===== src/rtl/qspiPkg.sv =====
package qspiPkg;

  typedef enum logic [2:0] {
    OP_READ, OP_PROG, OP_WREN, OP_STAT, OP_CFGRD, OP_CFGWR, OP_ID
  } flashOp_t;

  // One shift segment requested by the sequencer from the shifter
  typedef struct packed {
    logic        start;
    logic        quad;
    logic        drive;
    logic [5:0]  nClk;
    logic [31:0] word;
  } segReq_t;

  localparam logic [7:0] OPC_QREAD  = 8'h6B;
  localparam logic [7:0] OPC_QPROG  = 8'h32;
  localparam logic [7:0] OPC_WREN   = 8'h06;
  localparam logic [7:0] OPC_STATUS = 8'h05;
  localparam logic [7:0] OPC_CFGRD  = 8'h85;
  localparam logic [7:0] OPC_CFGWR  = 8'h81;
  localparam logic [7:0] OPC_IDENT  = 8'h9F;

  function automatic logic [7:0] opcodeOf(flashOp_t o);
    case (o)
      OP_READ:  return OPC_QREAD;
      OP_PROG:  return OPC_QPROG;
      OP_WREN:  return OPC_WREN;
      OP_STAT:  return OPC_STATUS;
      OP_CFGRD: return OPC_CFGRD;
      OP_CFGWR: return OPC_CFGWR;
      default:  return OPC_IDENT;
    endcase
  endfunction

  // Index of the final segment of each command
  function automatic logic [1:0] lastSeg(flashOp_t o);
    case (o)
      OP_READ: return 2'd3;
      OP_PROG: return 2'd2;
      OP_WREN: return 2'd0;
      default: return 2'd1;
    endcase
  endfunction

endpackage


===== src/rtl/qspiShifter.sv =====
module qspiShifter
  import qspiPkg::*;
(
  input  logic        clk,
  input  logic        rstN,
  input  segReq_t     seg,
  input  logic [3:0]  din,
  output logic        busy,
  output logic [31:0] rx,
  output logic        sck,
  output logic [3:0]  dqOut,
  output logic [3:0]  dqOe
);

  logic [31:0] shOut;
  logic [5:0]  cnt;
  logic        quadR;
  logic        driveR;

  // Each serial clock lasts two system clocks: low phase, then high phase.
  // Input is captured at the end of the high phase.
  always_ff @(posedge clk or negedge rstN) begin
    if (!rstN) begin
      busy   <= 1'b0;
      sck    <= 1'b0;
      shOut  <= '0;
      rx     <= '0;
      cnt    <= '0;
      quadR  <= 1'b0;
      driveR <= 1'b1;
    end else if (seg.start) begin
      busy   <= (seg.nClk != 6'd0);
      sck    <= 1'b0;
      shOut  <= seg.word;
      cnt    <= seg.nClk;
      quadR  <= seg.quad;
      driveR <= seg.drive;
    end else if (busy) begin
      if (!sck) begin
        sck <= 1'b1;
      end else begin
        sck <= 1'b0;
        if (quadR) begin
          rx    <= {rx[27:0], din};
          shOut <= {shOut[27:0], 4'h0};
        end else begin
          rx    <= {rx[30:0], din[1]};
          shOut <= {shOut[30:0], 1'b0};
        end
        cnt <= cnt - 6'd1;
        if (cnt == 6'd1) busy <= 1'b0;
      end
    end
  end

  // Serial mode keeps lines 2 and 3 driven high; line 1 is the input
  always_comb begin
    if (quadR) begin
      dqOut = shOut[31:28];
      dqOe  = driveR ? 4'hF : 4'h0;
    end else begin
      dqOut = {2'b11, 1'b0, shOut[31]};
      dqOe  = 4'b1101;
    end
  end

endmodule


===== src/rtl/qspiSequencer.sv =====
module qspiSequencer
  import qspiPkg::*;
#(
  parameter int ADDR_W      = 24,
  parameter int SLOT_W      = 3,
  parameter int GAP_CLKS    = 2,
  parameter logic [3:0] DUMMY_RESET = 4'd15
) (
  input  logic              clk,
  input  logic              rstN,
  input  logic              wbCyc,
  input  logic              wbStbData,
  input  logic              wbStbCtrl,
  input  logic              wbWe,
  input  logic [ADDR_W-3:0] wbAddr,
  input  logic [31:0]       wbDataIn,
  output logic              wbStall,
  output logic              wbAck,
  output logic [31:0]       wbDataOut,
  input  logic              busy,
  input  logic [31:0]       rx,
  output segReq_t           seg,
  output logic              csN
);

  localparam logic [5:0] ADDR_CLKS = 6'(ADDR_W);
  localparam int GAP_W = $clog2(GAP_CLKS) + 1;
  localparam logic [SLOT_W-1:0] SLOT_CMD = SLOT_W'(0);
  localparam logic [SLOT_W-1:0] SLOT_CFG = SLOT_W'(1);
  localparam logic [SLOT_W-1:0] SLOT_ID  = SLOT_W'(2);

  typedef enum logic [1:0] {S_IDLE, S_RUN, S_GAP, S_ACK} state_t;

  state_t             state;
  flashOp_t           op, pendOp, reqOp;
  logic               reqRun;
  logic [1:0]         step;
  logic               launched, more, polling, chainProg;
  logic               wipPending, welTrack;
  logic [3:0]         dummyCfg;
  logic [GAP_W-1:0]   gapCnt;
  logic [ADDR_W-1:0]  addrR;
  logic [31:0]        dataR, rdWord;

  // Decode of an incoming request
  always_comb begin
    reqOp  = OP_READ;
    reqRun = 1'b0;
    if (wbStbData) begin
      reqOp  = wbWe ? OP_WREN : OP_READ;
      reqRun = 1'b1;
    end else begin
      case (wbAddr[SLOT_W-1:0])
        SLOT_CMD: begin
          reqOp  = wbWe ? OP_WREN : OP_STAT;
          reqRun = wbWe ? wbDataIn[30] : 1'b1;
        end
        SLOT_CFG: begin
          reqOp  = wbWe ? OP_CFGWR : OP_CFGRD;
          reqRun = 1'b1;
        end
        SLOT_ID: begin
          reqOp  = OP_ID;
          reqRun = !wbWe;
        end
        default: ;
      endcase
    end
  end

  // Segment for the current step of the current command
  always_comb begin
    seg       = '0;
    seg.start = (state == S_RUN) && !launched;
    seg.drive = 1'b1;
    seg.nClk  = 6'd8;
    seg.word  = {opcodeOf(op), 24'h0};
    case (step)
      2'd1: begin
        seg.word = '0;
        case (op)
          OP_READ, OP_PROG: begin
            seg.nClk = ADDR_CLKS;
            seg.word = {addrR, {(32-ADDR_W){1'b0}}};
          end
          OP_CFGWR: seg.word = {dataR[7:0], 24'h0};
          OP_ID:    seg.nClk = 6'd32;
          default:  ;
        endcase
      end
      2'd2: begin
        seg.quad = 1'b1;
        if (op == OP_PROG) begin
          seg.word = dataR;
        end else begin
          seg.drive = 1'b0;
          seg.nClk  = {2'b00, dummyCfg};
          seg.word  = '0;
        end
      end
      2'd3: begin
        seg.quad  = 1'b1;
        seg.drive = 1'b0;
        seg.word  = '0;
      end
      default: ;
    endcase
  end

  always_ff @(posedge clk or negedge rstN) begin
    if (!rstN) begin
      state      <= S_IDLE;
      op         <= OP_READ;
      pendOp     <= OP_READ;
      step       <= '0;
      launched   <= 1'b0;
      more       <= 1'b0;
      polling    <= 1'b0;
      chainProg  <= 1'b0;
      wipPending <= 1'b0;
      welTrack   <= 1'b0;
      dummyCfg   <= DUMMY_RESET;
      gapCnt     <= '0;
      addrR      <= '0;
      dataR      <= '0;
      rdWord     <= '0;
    end else begin
      case (state)
        S_IDLE: begin
          if (wbCyc && (wbStbData || wbStbCtrl)) begin
            addrR     <= {wbAddr, 2'b00};
            dataR     <= wbDataIn;
            rdWord    <= '0;
            step      <= '0;
            launched  <= 1'b0;
            chainProg <= wbStbData && wbWe;
            if (!reqRun) begin
              state <= S_ACK;
            end else begin
              state <= S_RUN;
              if (wbStbData && wipPending) begin
                op      <= OP_STAT;
                polling <= 1'b1;
                pendOp  <= reqOp;
              end else begin
                op <= reqOp;
              end
            end
          end
        end
        S_RUN: begin
          if (!launched) begin
            launched <= 1'b1;
          end else if (!busy) begin
            launched <= 1'b0;
            if (step != lastSeg(op)) begin
              step <= step + 2'd1;
            end else begin
              step   <= '0;
              state  <= S_GAP;
              gapCnt <= '0;
              more   <= 1'b0;
              case (op)
                OP_STAT: begin
                  if (!rx[0]) wipPending <= 1'b0;
                  if (polling) begin
                    more <= 1'b1;
                    if (!rx[0]) begin
                      polling <= 1'b0;
                      op      <= pendOp;
                    end
                  end else begin
                    rdWord <= {24'h0, rx[7:0]};
                  end
                end
                OP_WREN: begin
                  welTrack <= 1'b1;
                  if (chainProg) begin
                    chainProg <= 1'b0;
                    op        <= OP_PROG;
                    more      <= 1'b1;
                  end
                end
                OP_PROG: begin
                  welTrack   <= 1'b0;
                  wipPending <= 1'b1;
                end
                OP_CFGWR: begin
                  if (welTrack) dummyCfg <= dataR[7:4];
                  welTrack <= 1'b0;
                end
                OP_CFGRD: rdWord <= {24'h0, rx[7:0]};
                default:  rdWord <= rx;
              endcase
            end
          end
        end
        S_GAP: begin
          gapCnt <= gapCnt + GAP_W'(1);
          if (gapCnt == GAP_W'(GAP_CLKS - 1)) state <= more ? S_RUN : S_ACK;
        end
        default: state <= S_IDLE;
      endcase
    end
  end

  assign csN       = (state != S_RUN);
  assign wbStall   = (state != S_IDLE);
  assign wbAck     = (state == S_ACK);
  assign wbDataOut = rdWord;

endmodule


===== src/rtl/qspiFlashCtrl.sv =====
module qspiFlashCtrl
  import qspiPkg::*;
#(
  parameter int ADDR_W      = 24,
  parameter int CTRL_SLOTS  = 8,
  parameter int GAP_CLKS    = 2,
  parameter logic [3:0] DUMMY_RESET = 4'd15
) (
  input  logic              clk,
  input  logic              rstN,
  input  logic              wbCyc,
  input  logic              wbStbData,
  input  logic              wbStbCtrl,
  input  logic              wbWe,
  input  logic [ADDR_W-3:0] wbAddr,
  input  logic [31:0]       wbDataIn,
  output logic              wbStall,
  output logic              wbAck,
  output logic [31:0]       wbDataOut,
  output logic              flashCsN,
  output logic              flashSck,
  output logic [3:0]        flashDatOut,
  output logic [3:0]        flashDatOe,
  input  logic [3:0]        flashDatIn
);

  localparam int SLOT_W = $clog2(CTRL_SLOTS);

  segReq_t     seg;
  logic        busy;
  logic [31:0] rx;

  qspiSequencer #(
    .ADDR_W(ADDR_W), .SLOT_W(SLOT_W), .GAP_CLKS(GAP_CLKS), .DUMMY_RESET(DUMMY_RESET)
  ) u_seq (
    .clk(clk), .rstN(rstN), .wbCyc(wbCyc), .wbStbData(wbStbData),
    .wbStbCtrl(wbStbCtrl), .wbWe(wbWe), .wbAddr(wbAddr), .wbDataIn(wbDataIn),
    .wbStall(wbStall), .wbAck(wbAck), .wbDataOut(wbDataOut),
    .busy(busy), .rx(rx), .seg(seg), .csN(flashCsN)
  );

  qspiShifter u_shift (
    .clk(clk), .rstN(rstN), .seg(seg), .din(flashDatIn), .busy(busy),
    .rx(rx), .sck(flashSck), .dqOut(flashDatOut), .dqOe(flashDatOe)
  );

endmodule


===== config.mk =====
export PLATFORM = sky130hd
export DESIGN_NAME = qspiFlashCtrl
export DESIGN_NICKNAME = d
export VERILOG_FILES = /design/src/rtl/qspiPkg.sv /design/src/rtl/qspiShifter.sv /design/src/rtl/qspiSequencer.sv /design/src/rtl/qspiFlashCtrl.sv
export SDC_FILE = /design/constraint.sdc
export NUM_CORES = 1
export LEC_CHECK = 0
export CAP_MARGIN = 0
export CORE_ASPECT_RATIO = 1.4
export CORE_MARGIN = 5
export CORE_UTILIZATION = 56
export CTS_CLUSTER_SIZE = 12
export DETAILED_ROUTE_END_ITERATION = 10
export PLACE_DENSITY = 0.8
export SLEW_MARGIN = 40
export SYNTH_ARGS = -nofsm -noshare
export SYNTH_HDL_FRONTEND = slang
export SYNTH_SLANG_ARGS = --single-unit

===== constraint.sdc =====
create_clock -name clk -period 2.3 [get_ports clk]
set_clock_uncertainty 0.1 [all_clocks]
set_input_delay 0.345 -clock clk [delete_from_list [all_inputs] [get_ports clk]]
set_output_delay 0.345 -clock clk [all_outputs]
set_load 0.02 [all_outputs]

Yosys cells after proc, flatten, opt, wreduce, memory -nomap -nowiden:

Index checks and enable logic that the tools add are counted.

* output and inout port bits: 44
* flip-flop bits (word level): 182
* logic and storage cells: 198

* reductions and logical operators: 37
* bitwise logic cells: 3
* mux-type cells: 99
* eq/ne operators: 34
* $add $sub $neg: 3

Operators with widths (count)
* 32-bit 2-to-1 mux: 11
* 32-bit one-hot mux with 3 select lines: 2
* 32-bit one-hot mux with 2 select lines: 2
* 8-bit one-hot mux with 6 select lines: 1
* 2-bit 2-to-1 mux: 18
* 1-bit 2-to-1 mux: 31
* 3-bit 2-to-1 mux: 10
* 6-bit one-hot mux with 2 select lines: 2
* 6-bit 2-to-1 mux: 3
* 6-bit AND reduction: 3
* 4-bit AND reduction: 4
* 2-bit nonzero test: 7
* 4-bit 2-to-1 mux: 3
* 2-bit by 1-bit inequality test with 1-bit output, second input constant: 6
* 2-bit inequality test, second input constant: 6
* 1-bit one-hot mux with 2 select lines: 6
* 2-bit one-hot mux with 2 select lines: 3
* 2-bit one-hot mux with 3 select lines: 2
* 3-bit one-hot mux with 2 select lines: 2
* 10-bit AND reduction: 1
* 5-bit AND reduction: 2
* 3-bit by 2-bit equality test with 1-bit output, second input constant: 3
* 3-bit equality test, second input constant: 3
* 3-bit inequality test, second input constant: 3
* other kinds (24): 42

Longest topological paths before layout:

* depth in word-level cells: 10
* depth in mapped cells: 9
* gate-level depth less buffers: 7

Modules after synthesis:

Synthesis repeated with hierarchy kept, for this count alone.

* cell total of the unflattened synthesis: 903
* area, all modules: 8969.9 um^2

Modules (own cells, without submodules)
* qspiSequencer: area an instance 5088.6 um^2, sequential area each 2707.6 um^2, instances 1, cells each 528
* qspiShifter: area an instance 3881.2 um^2, sequential area each 1853.0 um^2, instances 1, cells each 375

Worst setup path after synthesis:

Ideal clock, no wire load.

* kind: reg-to-reg
* start point: register u_seq.op[0]
* end point: register u_seq.op[1]
* data required time: 2.075 ns
* arrival time: 1.893 ns
* slack: 0.182 ns
* period minus slack after synthesis: 2.118 ns
* cell stages (with the launch flop): 6
* cell sequence: dfrtp_1 > or3_4 > a211oi_4 > o21ai_2 > a2111oi_4 > mux2_4

* cells in the longest elaborated chain, start to end: 8

RTL lines
* start: declaration: line qspiSequencer.sv:35 `flashOp_t op, pendOp, reqOp;`
* start signal: assignment: line qspiSequencer.sv:146 `op <= reqOp;`
* start signal: assignment: line qspiSequencer.sv:170 `op <= pendOp;`
* 3-bit by 2-bit equality test with 1-bit output, or another cell as far along: line qspiPkg.sv:38, qspiSequencer.sv:163
* 2-bit one-hot mux with 3 select lines: line qspiPkg.sv:38 `case (o)`
* 2-bit 2-to-1 mux: line qspiSequencer.sv:154 `end else if (!busy) begin`
* 2-bit 2-to-1 mux: line qspiSequencer.sv:152 `if (!launched) begin`
* 2-bit 2-to-1 mux: line qspiSequencer.sv:128 `case (state)`
* 2-bit inequality test: line qspiSequencer.sv:156 `if (step != lastSeg(op)) begin`
* 2-bit inequality test (no source line)
* 10-bit AND reduction (no source line)

Several ways; a longest one is shown, not always the timed one. The select of a mux whose other input is x is not followed.
A chain may end at the register's enable or synchronous reset.

Worst setup path in the final report:

* start point: register u_seq.state[1]
* end point: output port wbStall

* cells in the longest elaborated chain, start to end: 1

RTL lines
* start: declaration: line qspiSequencer.sv:34 `state_t state;`
* start signal: assignment: line qspiSequencer.sv:200 `if (gapCnt == GAP_W'(GAP_CLKS - 1)) state <= more ? S_RUN : S_ACK;`
* 2-bit nonzero test: line qspiSequencer.sv:208 `assign wbStall = (state != S_IDLE);`
* end: declaration: line qspiFlashCtrl.sv:17 `output logic wbStall,`

Every way passes these cells.

==> flow_summary.yaml <==
synth:
  synth_top_area_share: 0.487
  netlist-cell-type-count: 62
  ys.flop_type: "dfrtp_1"
  syn_nets: 946
  synth-seq-area-share: 0.502
  postSynthAreaPerCell_um2: 10.4
  ys_warn_count: 0
  synthTopCellsByCount: "dfrtp_1 (177), nand2_1 (99), a21oi_1 (90)"
  synth.ff_latch_count: 182
  synth.largest_area_cell: "dfrtp_1"
  synth_edf_count: 0
  yosysMostFrequentCell: "dfrtp_1"
  async_reset_ff_frac: 1.00
  synthTopCellsByArea: "dfrtp_1 (49%), mux2_2 (7.1%), mux2i_1 (7.0%)"
  synth_area_um2: 9090
  netlist_instances: 875
routing:
  drt_iter0_markers: 633
  drcViolationCount: 0
  ant_nets: 0
  detail_route.wl_per_cell_um: 19.2
  vias_per_cell: 6.04
  routed_wl_um: 22900
  first_pass_iters: 5
  route.vias.total: 7212
die:
  fp.dieW_um: 118
  dieArea_um2: 18900
  coreArea_um2: 16000
  start_util: 0.567
  rows: 55
  ioPinCount: 108
  die_h_um: 161
setup_path:
  crit_type: "flop to primary output"
  cp_max_fo: 5
  r2r-start: "u_seq.op[0]"
  start_kind: "flop"
  critPathLaunch: "u_seq.state[1]"
  cp_data_required_time_ns: 1.86
  rrSetupSlack_ns: 0.12
  worst-endpoint-arrival_ns: 1.83
  crit_path_end_kind: "primary output"
  worst-r2r-cell-count: 6
grt:
  grt_pass1_wl_um: 38200
  use_met1: 0.306
  overflow: 0
  top_usage_layer: "met2"
  grt_use_total: 0.247
  antenna_found_initial: 0
  use_met3: 0.0377
  grt_pass1_vias: 7373
  use_met2: 0.423
  grt_max_degree: 65
cts:
  cts_buffers: 17
  clkSinkCount: 182
  clk_pin_slew_ns: 0.07
  cts_max_path_buffers: 2
  cts_tree: "done"
  cts_root_buf: "clkbuf_16"
  clock_latency_ns: 0.44
  cts_max_level: 4
sta:
  hold_viol_final: 0
  slew_violations: 0
  fmax_ghz: 0.440
  rsz0062_at_grt: "no"
  relSlewSlack: 0.625
  tns_ns: 0
  setup_violations: 0
  finalCritPeriodShare: 0.988
  period_minus_slack_ns: 2.27
  worstMarginPinSlew_ns: 0.563
cells_and_area:
  nNetsFinal: 1056
  syn2layout_area_growth_pct: 24.2
  n_antenna_cell: 0
  final_area_um2: 11300
  fin_cells: 1195
  drive_above_1_share: 0.171
power_and_ir_drop:
  powerDensity_nw_per_um2: 1360
  p_leak_nw: 4.74
  power.total_mw: 15.4
  ir_drop_mv: 1.15
place:
  gp_congestion: 0.887
  portBuffers: 107
  dp.cells: 1160
  place_hpwl_um: 16300
  placed_area_um2: 10600
hold_path:
  holdCritPathClass: "primary input to async pin"
outcome:
  status: "completed"
run:
  max-cap-violations: 0
## sequential cells by signal, indices dropped and copies added, names as in the netlist, 2 cells and up
register	cells
u_seq.addrR	22
u_seq.dataR	32
u_seq.dummyCfg	4
u_seq.gapCnt	2
u_seq.op	3
u_seq.pendOp	3
u_seq.state	2
u_seq.step	2
u_seq.wbDataOut	32
u_shift.cnt	6
u_shift.rx	32
u_shift.shOut	32
## critical path, stage by stage (launching register included)
cell	delay [ns]
dfrtp_2	0.48
or2_2	0.36
clkdlybuf4s50_1	0.56
## layout by cell type (no fill, tap or decap), types with 4 or more instances in the layout
| master | instances |
|---|---|
| o21ai_0 | 58 |
| a221o_1 | 27 |
| clkbuf_16 | 17 |
| ha_1 | 7 |
| xnor2_1 | 6 |
| dfrtp_1 | 175 |
| and2_1 | 8 |
| xor2_1 | 4 |
| and3_1 | 5 |
| bufinv_16 | 4 |
| nand2_1 | 99 |
| nor2b_1 | 7 |
| nand4_1 | 6 |
| mux2i_1 | 64 |
| nand2b_1 | 11 |
| nor2_1 | 39 |
| nor3_1 | 6 |
| nand3_1 | 16 |
| inv_6 | 6 |
| a21oi_1 | 89 |
| buf_4 | 46 |
| dfstp_2 | 5 |
| buf_12 | 8 |
| mux2_4 | 6 |
| clkdlybuf4s50_1 | 104 |
| inv_1 | 19 |
| mux2_2 | 57 |
| o221ai_1 | 8 |
| a221oi_1 | 18 |
## power breakdown
group	internal, mW	switching, mW	leakage (nW)
Combinational	3.08	3.53	2.16
Clock	1.86	1.28	0.305
Sequential	4.47	1.18	2.28
Total	9.41	5.99	4.74
## worst paths after layout
path	end
setup / recovery	wbStall
setup reg to reg	u_seq.dummyCfg[3]
hold reg to reg	u_shift.rx[31]
max in group asynchronous	u_seq.dummyCfg[3]
hold / removal	u_shift.shOut[4]
min in group clk	u_shift.rx[31]
## cell families after synthesis
group | after synthesis | synth area share
compound gates | 239 | 0.172
xor+xnor | 10 | 0.00963
fa+ha+maj | 7 | 0.00963
buf+inv | 92 | 0.0422
flops | 182 | 0.502
mux | 128 | 0.153
simple gates | 217 | 0.111
## per-layer routing
| layer | up-vias | routed length, µm |
|---|---|---|
| li1 | 3377 | - |
| met1 | 3570 | 8970 |
| met2 | 219 | 12200 |
| met3 | 46 | 965 |
| met4 | 0 | 826 |
| met5 | - | 0 |
## area by class of cell
type	instances	area, µm²
Clock inverter	12	189
Clock buffer	18	439
Sequential cell	182	4570
Inverter	19	71.3
Fill cell	1140	4740
Multi-Input combinational cell	601	4170
Tap cell	199	249
Timing Repair Buffer	164	1610
## what timing repair did
action | in CTS | in global routing
resized for setup | 2 | 4
hold endpoints to repair | 38 | 0
setup buffers | 2 | 2
endpoints found under the setup margin | 4 | 58
hold buffers | 1 | 0
pin swaps | 0 | 1
## per-stage QoR
| step | utilization | hold WS (ns) | worst slack [ns] |
|---|---|---|---|
| finish | 0.704 | 0.329 | 0.0278 |
| global route | 0.704 | 0.375 | 0.00318 |
| CTS | 0.702 | 0.336 | 0.0249 |
| detailed placement | 0.661 | 0.212 | -0.209 |
| global placement | 0.661 | 0.208 | -0.198 |
| floorplan | - | -0.0506 | 0.182 |
Power figures use the tool's default switching activity.
